File: src/rtl/cfg_pkg.sv
package cfg_pkg;
  typedef enum logic [2:0] {
    ST_IDLE,
    ST_RST_HOLD,
    ST_RST_CHK,
    ST_HOUSEKEEP,
    ST_CS_GAP,
    ST_STREAM,
    ST_DONE_CHK,
    ST_ACTIVATE
  } seq_state_t;

  typedef enum logic [1:0] {
    ERR_NONE    = 2'd0,
    ERR_RESET   = 2'd1,
    ERR_NODONE  = 2'd2,
    ERR_PARTIAL = 2'd3
  } seq_err_t;
endpackage

File: src/rtl/cfg_sync.sv
module cfg_sync #(
  parameter int STAGES = 2
) (
  input  logic clk,
  input  logic rst,
  input  logic d_i,
  output logic q_o
);
  logic [STAGES-1:0] ff_q;

  generate
    if (STAGES == 1) begin : g_one
      always_ff @(posedge clk) begin
        if (rst) ff_q <= '0;
        else     ff_q <= d_i;
      end
    end else begin : g_chain
      always_ff @(posedge clk) begin
        if (rst) ff_q <= '0;
        else     ff_q <= {ff_q[STAGES-2:0], d_i};
      end
    end
  endgenerate

  assign q_o = ff_q[STAGES-1];
endmodule

File: src/rtl/cfg_timer.sv
module cfg_timer #(
  parameter int W = 16
) (
  input  logic         clk,
  input  logic         rst,
  input  logic         load_i,
  input  logic [W-1:0] val_i,
  output logic         zero_o
);
  logic [W-1:0] cnt_q;

  always_ff @(posedge clk) begin
    if (rst)               cnt_q <= '0;
    else if (load_i)       cnt_q <= val_i;
    else if (cnt_q != '0)  cnt_q <= cnt_q - 1'b1;
  end

  assign zero_o = (cnt_q == '0);
endmodule

File: src/rtl/cfg_spi_tx.sv
module cfg_spi_tx #(
  parameter int SCK_HALF = 2
) (
  input  logic       clk,
  input  logic       rst,
  input  logic       load_i,
  input  logic [7:0] byte_i,
  output logic       active_o,
  output logic       sck_o,
  output logic       mosi_o
);
  localparam int DW = (SCK_HALF > 1) ? $clog2(SCK_HALF) : 1;
  localparam logic [DW-1:0] DIV_END = DW'(SCK_HALF - 1);

  logic [7:0]    sh_q;
  logic [2:0]    bit_q;
  logic [DW-1:0] div_q;
  logic          act_q;
  logic          sck_q;

  always_ff @(posedge clk) begin
    if (rst) begin
      sh_q  <= '0;
      bit_q <= '0;
      div_q <= '0;
      act_q <= 1'b0;
      sck_q <= 1'b0;
    end else if (load_i && !act_q) begin
      sh_q  <= byte_i;
      bit_q <= '0;
      div_q <= '0;
      act_q <= 1'b1;
      sck_q <= 1'b0;
    end else if (act_q) begin
      if (div_q == DIV_END) begin
        div_q <= '0;
        if (!sck_q) begin
          sck_q <= 1'b1;
        end else begin
          sck_q <= 1'b0;
          if (bit_q == 3'd7) begin
            act_q <= 1'b0;
            sh_q  <= '0;
          end else begin
            sh_q  <= {sh_q[6:0], 1'b0};
            bit_q <= bit_q + 1'b1;
          end
        end
      end else begin
        div_q <= div_q + 1'b1;
      end
    end
  end

  assign active_o = act_q;
  assign sck_o    = sck_q;
  assign mosi_o   = sh_q[7];
endmodule

File: src/rtl/cfg_loader.sv
module cfg_loader
  import cfg_pkg::*;
#(
  parameter int CLK_HZ      = 50_000_000,
  parameter int SCK_HALF    = 2,
  parameter int RST_US      = 1,
  parameter int HK_US       = 1200,
  parameter int ACT_CLKS    = 49,
  parameter int SYNC_STAGES = 2
) (
  input  logic       clk,
  input  logic       rst,
  input  logic       start_i,
  input  logic       partial_i,
  input  logic [7:0] s_data_i,
  input  logic       s_valid_i,
  input  logic       s_last_i,
  output logic       s_ready_o,
  output logic       tgt_rst_n_o,
  output logic       tgt_cs_n_o,
  output logic       tgt_sck_o,
  output logic       tgt_mosi_o,
  input  logic       tgt_done_i,
  output logic       busy_o,
  output logic       done_o,
  output logic [1:0] err_o
);
  localparam int CYC_US    = CLK_HZ / 1_000_000;
  localparam int RST_CYC   = CYC_US * RST_US;
  localparam int HK_CYC    = CYC_US * HK_US;
  localparam int GAP_CYC   = 2 * SCK_HALF;
  localparam int CHK_CYC   = SYNC_STAGES + 1;
  localparam int SCK_HZ    = CLK_HZ / (2 * SCK_HALF);
  localparam int ACT_BYTES = (ACT_CLKS + 7) / 8;
  localparam int TW        = $clog2(RST_CYC + HK_CYC + GAP_CYC + CHK_CYC + 1);
  localparam int ABW       = $clog2(ACT_BYTES + 1);

  generate
    if (SCK_HZ < 1_000_000 || SCK_HZ > 25_000_000) begin : g_bad_sck
      $error("cfg_loader: serial clock rate out of 1..25 MHz");
    end
    if (RST_US < 1 || CYC_US < 1) begin : g_bad_rst
      $error("cfg_loader: reset hold or clock frequency too small");
    end
  endgenerate

  seq_state_t st_q, st_d;
  seq_err_t   err_q, err_val;
  logic       set_err, set_done;
  logic       tmr_load, tmr_zero;
  logic [TW-1:0] tmr_val;
  logic       tx_load, tx_active, tx_sck, tx_mosi;
  logic [7:0] tx_byte;
  logic       done_s;
  logic       last_q;
  logic [ABW-1:0] act_left_q;
  logic       busy_q, done_q, rst_n_q, cs_n_q;
  logic       ready;

  cfg_sync #(.STAGES(SYNC_STAGES)) i_sync (
    .clk (clk), .rst (rst), .d_i (tgt_done_i), .q_o (done_s)
  );

  cfg_timer #(.W(TW)) i_timer (
    .clk (clk), .rst (rst), .load_i (tmr_load), .val_i (tmr_val), .zero_o (tmr_zero)
  );

  cfg_spi_tx #(.SCK_HALF(SCK_HALF)) i_tx (
    .clk (clk), .rst (rst), .load_i (tx_load), .byte_i (tx_byte),
    .active_o (tx_active), .sck_o (tx_sck), .mosi_o (tx_mosi)
  );

  always_comb begin
    st_d     = st_q;
    tmr_load = 1'b0;
    tmr_val  = '0;
    tx_load  = 1'b0;
    tx_byte  = s_data_i;
    set_err  = 1'b0;
    err_val  = ERR_NONE;
    set_done = 1'b0;
    ready    = 1'b0;
    unique case (st_q)
      ST_IDLE: begin
        if (start_i) begin
          if (partial_i) begin
            set_err = 1'b1;
            err_val = ERR_PARTIAL;
          end else begin
            st_d     = ST_RST_HOLD;
            tmr_load = 1'b1;
            tmr_val  = TW'(RST_CYC);
          end
        end
      end
      ST_RST_HOLD: begin
        if (tmr_zero) begin
          st_d     = ST_RST_CHK;
          tmr_load = 1'b1;
          tmr_val  = TW'(CHK_CYC);
        end
      end
      ST_RST_CHK: begin
        if (tmr_zero) begin
          if (done_s) begin
            st_d    = ST_IDLE;
            set_err = 1'b1;
            err_val = ERR_RESET;
          end else begin
            st_d     = ST_HOUSEKEEP;
            tmr_load = 1'b1;
            tmr_val  = TW'(HK_CYC);
          end
        end
      end
      ST_HOUSEKEEP: begin
        if (tmr_zero) begin
          st_d     = ST_CS_GAP;
          tmr_load = 1'b1;
          tmr_val  = TW'(GAP_CYC);
        end
      end
      ST_CS_GAP: begin
        if (tmr_zero) st_d = ST_STREAM;
      end
      ST_STREAM: begin
        ready   = !tx_active && !last_q;
        tx_load = s_valid_i && ready;
        if (last_q && !tx_active) begin
          st_d     = ST_DONE_CHK;
          tmr_load = 1'b1;
          tmr_val  = TW'(CHK_CYC);
        end
      end
      ST_DONE_CHK: begin
        if (tmr_zero) begin
          if (done_s) begin
            st_d = ST_ACTIVATE;
          end else begin
            st_d    = ST_IDLE;
            set_err = 1'b1;
            err_val = ERR_NODONE;
          end
        end
      end
      ST_ACTIVATE: begin
        tx_byte = 8'h00;
        if (!tx_active) begin
          if (act_left_q == '0) begin
            st_d     = ST_IDLE;
            set_done = 1'b1;
          end else begin
            tx_load = 1'b1;
          end
        end
      end
      default: st_d = ST_IDLE;
    endcase
  end

  always_ff @(posedge clk) begin
    if (rst) begin
      st_q       <= ST_IDLE;
      err_q      <= ERR_NONE;
      done_q     <= 1'b0;
      busy_q     <= 1'b0;
      rst_n_q    <= 1'b1;
      cs_n_q     <= 1'b1;
      last_q     <= 1'b0;
      act_left_q <= '0;
    end else begin
      st_q    <= st_d;
      busy_q  <= (st_d != ST_IDLE);
      rst_n_q <= (st_d != ST_RST_HOLD);
      cs_n_q  <= !(st_d inside {ST_RST_HOLD, ST_RST_CHK, ST_HOUSEKEEP,
                                ST_STREAM, ST_ACTIVATE});
      if (st_q == ST_IDLE && start_i) begin
        err_q  <= set_err ? err_val : ERR_NONE;
        done_q <= 1'b0;
      end else if (set_err) begin
        err_q  <= err_val;
      end else if (set_done) begin
        done_q <= 1'b1;
      end
      if (st_q != ST_STREAM)            last_q <= 1'b0;
      else if (tx_load && s_last_i)     last_q <= 1'b1;
      if (st_q != ST_ACTIVATE)          act_left_q <= ABW'(ACT_BYTES);
      else if (tx_load)                 act_left_q <= act_left_q - 1'b1;
    end
  end

  assign s_ready_o   = ready;
  assign tgt_rst_n_o = rst_n_q;
  assign tgt_cs_n_o  = cs_n_q;
  assign tgt_sck_o   = tx_sck;
  assign tgt_mosi_o  = tx_mosi;
  assign busy_o      = busy_q;
  assign done_o      = done_q;
  assign err_o       = err_q;
endmodule

File: config.mk
export PLATFORM = sky130hd
export DESIGN_NAME = cfg_loader
export DESIGN_NICKNAME = d
export VERILOG_FILES = /design/src/rtl/cfg_pkg.sv /design/src/rtl/cfg_sync.sv /design/src/rtl/cfg_timer.sv /design/src/rtl/cfg_spi_tx.sv /design/src/rtl/cfg_loader.sv
export SDC_FILE = /design/constraint.sdc
export NUM_CORES = 1
export LEC_CHECK = 0
export BUFFER_PORTS_ARGS = -buffer_cell sky130_fd_sc_hd__buf_4
export CORE_ASPECT_RATIO = 0.8
export CORE_UTILIZATION = 56
export DETAILED_ROUTE_END_ITERATION = 10
export GPL_TIMING_DRIVEN = 0
export HOLD_SLACK_MARGIN = 0.12
export PLACE_DENSITY_LB_ADDON = 0.3
export SETUP_SLACK_MARGIN = 0.2
export SLEW_MARGIN = 20
export SYNTH_ARGS = -nofsm -noshare
export SYNTH_HDL_FRONTEND = slang
export SYNTH_HIERARCHICAL = 1
export SYNTH_SLANG_ARGS = --single-unit
File: constraint.sdc
create_clock -name clk -period 9.56 [get_ports clk]
set_clock_uncertainty 0.2 [all_clocks]
set_input_delay 0.956 -clock clk [delete_from_list [all_inputs] [get_ports clk]]
set_output_delay 0.956 -clock clk [all_outputs]
set_load 0.01 [all_outputs]
==> summary by stage <==
Logic synthesis
Of the post-synthesis cell area, the dominant cell type holds 0.354. After synthesis the cells add up to 0.00255 mm2. The unique cell type count in the Yosys netlist is 68. In the synthesized netlist the dominant register cell turns out to be sky130_fd_sc_hd__dfxtp_1. Summed over all instances, the cell type with the most area after synthesis is sky130_fd_sc_hd__dfxtp_1. The most frequent cell after synthesis is sky130_fd_sc_hd__dfxtp_1. Counting flops and latches in the post-synthesis netlist gives 45. In the post-synthesis netlist, the biggest area contributors are sky130_fd_sc_hd__dfxtp_1 (35%), sky130_fd_sc_hd__nand2_1 (4.3%), sky130_fd_sc_hd__nor3_1 (4.1%), sky130_fd_sc_hd__a21oi_1 (3.3%), sky130_fd_sc_hd__xnor2_1 (3.1%). After synthesis, the most frequently instantiated cells are sky130_fd_sc_hd__dfxtp_1 (45), sky130_fd_sc_hd__nand2_1 (29), sky130_fd_sc_hd__nor3_1 (21). The synthesized netlist cell count is just under 300. For this run, asynchronously set or reset flops after synthesis account for 0.

Yosys mapped a number of flops with a built-in enable equal to 0. The synthesized area per cell is approximately 8.7 um2. For this run, the number of Yosys warnings is 6. For this run, the register share of the synthesized area comes to 0.354.

Global routing
In the global route stage, met1 resource usage came out at 0.319. The met2 track utilization from global routing is 0.365. Entering global routing, the biggest net connects 15 pins. For this run, global-route usage on met3 was measured as 0.0500. The highest-utilization routing layer at the global route stage is met2. The number of global-route vias before repair is 2069. The first global-routing pass estimated roughly 9000 um of wire. The number of antenna violations at the first check in global routing is 0.

The sum of overflow across all layers after global routing is 0. In the global route stage, overall resource usage came out at 0.233.

Finish
The final net count is ~350. With fillers left out, the area of the finished cells amounts to a little under 0.003 mm2. The area growth from synthesis to layout is 13.5%. In the final layout, the share of cells above drive strength 1 is 0.174. Once layout is complete, the utilization of the core stands at 0.675. For this run, the number of standard cells in the final layout without fillers is 384. The total inserted antenna cells is 0.

Critical path
The worst setup path is captured at a flop. The signal on the critical path passes through inv_1 -> ha_1 -> or3b_2 -> or4_4 -> nor2_1 -> nand2b_1 -> nor3_2 -> or2_1 -> a21o_1 -> nor2b_1 -> clkbuf_1 -> a21oi_1 -> a31o_2 -> nor3_1. The slowest stage of the critical path is the sky130_fd_sc_hd__nor3_2 cell. The startpoint identified for the worst register-to-register timing path is i_timer/cnt_q[0]$_SDFFE_PP0P_. The worst endpoint required time is 9.58 ns. Broken down by cell family, the worst path's largest delay share belongs to simple AND/OR/NAND/NOR gates. In this design, the stage delay of the slowest critical-path cell is 0.64 ns. The critical path ends at i_timer/cnt_q[13]$_SDFFE_PP0P_. The total buffers and inverters traversed by the critical path is 2. Tracing the worst setup path back leads to its startpoint at i_timer/cnt_q[0]$_SDFFE_PP0P_. The critical register-to-register path endpoint is i_timer/cnt_q[13]$_SDFFE_PP0P_. The critical path in this run is classified as reg2reg. The worst setup path is launched from a flop. Of all nets on the critical path, the largest fanout is 12. The critical path crosses 14 cells after its start point. Data on the critical path arrives at its endpoint at ~5.0 ns.

Measured in cells, the most critical reg-to-reg path has a length of 14. The minimum setup slack among reg-to-reg paths is approximately 4.6 ns.

Clocking
After clock tree synthesis, the clock-pin slew on the worst setup and hold paths is around 0.080 ns. The clock passes through at most 2 buffers. In this run the number of H-tree levels came out at 2. After clock tree synthesis, the setup repair step added 0 buffers. In this run the clock root is driven by a sky130_fd_sc_hd__clkbuf_8. After clock tree synthesis, the flow added hold-fix buffers numbering 0. The number of resized instances in the post-cts repair step is 0. The total clock sinks is 45. The clock latency on the worst-skew pair is ~0.29 ns. The CTS tree is built. Counting the buffers created by CTS gives 5.

Power and ir drop
The leakage power of the design is roughly 1.0 nW. Dividing total power by cell area gives a power density of approximately 250 mW/mm2. The maximum ir drop on the vdd rail is approximately 170 uV.

Detailed routing
For this block, the initial DRC count from the detailed router was 161. The post-route DRC violation count is 0. The antenna violation net count after detailed routing is 0. The average wire length per cell after detail routing is roughly 14 um.

In the routed layout, each cell is associated on average with a via count of a little under 6. The total detailed-routing wirelength is approximately 5400 um. For this run, the detailed router's first-pass iteration total came to 4.

The vias after detailed routing is roughly 2200.

Die
The initial utilization of the core area, before any placement, comes to 0.595. In this run the count of I/O pins placed on the die edge is 24. Measured along the y axis, the die boundary spans between 60 and 70 um.

The floorplan die area is 0.00482 mm2. The total number of placement rows is 21. In this run the standard cell core region covers approximately 0.0043 mm2.

The floorplan die width is approximately 77 um.

Placement
The port buffer count is 23. After detailed placement, the design holds a cell count of between 300 and 400. The placed wire-length estimate is around 3900 um. At the end of routability-driven placement, the weighted congestion stood at roughly 0.86.

Summing all placed instances gives a cell area of around 0.0028 mm2.

Timing
The final hold violation count is 0. Setup violations remaining at the end of the flow were counted as 0. Setup repair after global routing left no endpoint under its margin. The tightest slew margin relative to the limit is 0.345. In the finished design, the share of the clock period the worst path needs comes to 0.519. Adding up every negative setup slack in the final design gives 0 ns. The peak clock frequency supported by timing is 201 MHz. The minimum period implied by the final worst setup slack is roughly 5.0 ns. The total count of max-transition violations in the final report was 0. At the pin with the least slew margin, the transition time is 0.973 ns.

Job
The number of maximum-capacitance violations is 0.

Status
The flow ran to the end, and the final reports show no timing, DRC or antenna violations.

Hold path
The path class of the lowest-slack min-delay path is reg2reg. The startpoint of the lowest-slack hold path is i_sync/ff_q[0]$_SDFF_PP0_.
cells in the final DEF (no fill, tap or decap), types with 6 or more instances in the layout:
| cell | instances |
|---|---|
| sky130_fd_sc_hd__and2_1 | 8 |
| sky130_fd_sc_hd__nand3b_1 | 9 |
| sky130_fd_sc_hd__a311oi_1 | 8 |
| sky130_fd_sc_hd__nand3_1 | 8 |
| sky130_fd_sc_hd__a21oi_1 | 17 |
| sky130_fd_sc_hd__nor3_1 | 20 |
| sky130_fd_sc_hd__o21ai_0 | 10 |
| sky130_fd_sc_hd__nor2b_1 | 6 |
| sky130_fd_sc_hd__clkbuf_1 | 8 |
| sky130_fd_sc_hd__dfxtp_1 | 45 |
| sky130_fd_sc_hd__nor2_1 | 14 |
| sky130_fd_sc_hd__inv_1 | 8 |
| sky130_fd_sc_hd__nand2_1 | 29 |
| sky130_fd_sc_hd__xnor2_1 | 9 |
| sky130_fd_sc_hd__buf_4 | 26 |
power breakdown:
part	internal [mW]	switching, mW	total (mW)
logic	0.155	0.189	0.344
clock network	0.0520	0.0605	0.113
registers	0.225	0.0393	0.264
total	0.432	0.289	0.721
cell families after synthesis:
kind of cell / synth area share
AND/OR/NAND/NOR: 0.333
AO/OA/AOI/OAI: 0.188
flip-flops: 0.354
buffers and inverters: 0.0536
XOR/XNOR: 0.0378
adder cells (fa/ha/maj): 0.0246
multiplexers: 0.00786
other: 0.00147
worst min-delay path by stage:
| stage | to | cells after the start |
|---|---|---|
| CTS | i_sync/ff_q[1]$_SDFF_PP0_ | 1 |
| floorplan | i_sync/ff_q[1]$_SDFF_PP0_ | 1 |
| global route | i_sync/ff_q[1]$_SDFF_PP0_ | 1 |
| detailed placement | i_sync/ff_q[1]$_SDFF_PP0_ | 1 |
| finish | i_sync/ff_q[1]$_SDFF_PP0_ | 1 |
| global placement | i_sync/ff_q[1]$_SDFF_PP0_ | 1 |
per-stage QoR:
stage	total power [mW]	setup slack (ns)	hold slack (ns)
after CTS	0.721	4.68	0.240
after floorplan	0.534	5.13	0.214
final	0.721	4.60	0.238
after global routing	0.769	4.31	0.255
after global placement	0.598	4.31	0.218
after detailed placement	0.609	4.70	0.222
final cells by class:
| type | count | area [um2] |
|---|---|---|
| plain buffers | 15 | 106 |
| clock buffers | 8 | 80.1 |
| fillers | 355 | 1390 |
| inverters | 8 | 30.0 |
| multi-input cells | 228 | 1530 |
| flip-flops and latches | 45 | 901 |
| well taps | 57 | 71.3 |
| repair buffers | 23 | 173 |
registers in the layout, indices dropped and copies added (netlist names), 2 cells and up:
name	cells
i_sync/ff_q	2
i_tx/bit_q	3
st_q	3
i_tx/sh_q	8
i_timer/cnt_q	16
act_left_q	3
err_o	2
metal layers:
metal | vias up | share of wire
li1 | 1137 | -
met1 | 1033 | 0.51
met2 | 45 | 0.44
met3 | 7 | 0.045
met4 | 0 | 0.010
met5 | - | 0
worst register-to-register path, stage by stage, from the launching register on:
cell and delay (ns):
sky130_fd_sc_hd__dfxtp_1 0.34, sky130_fd_sc_hd__inv_1 0.08, sky130_fd_sc_hd__ha_1 0.19, sky130_fd_sc_hd__or3b_2 0.53, sky130_fd_sc_hd__or4_4 0.60, sky130_fd_sc_hd__nor2_1 0.44
sky130_fd_sc_hd__nand2b_1 0.25, sky130_fd_sc_hd__nor3_2 0.64, sky130_fd_sc_hd__or2_1 0.23, sky130_fd_sc_hd__a21o_1 0.19, sky130_fd_sc_hd__nor2b_1 0.38, sky130_fd_sc_hd__clkbuf_1 0.36
sky130_fd_sc_hd__a21oi_1 0.12, sky130_fd_sc_hd__a31o_2 0.24, sky130_fd_sc_hd__nor3_1 0.11
No activity file was read; power rests on OpenSTA's default activity.
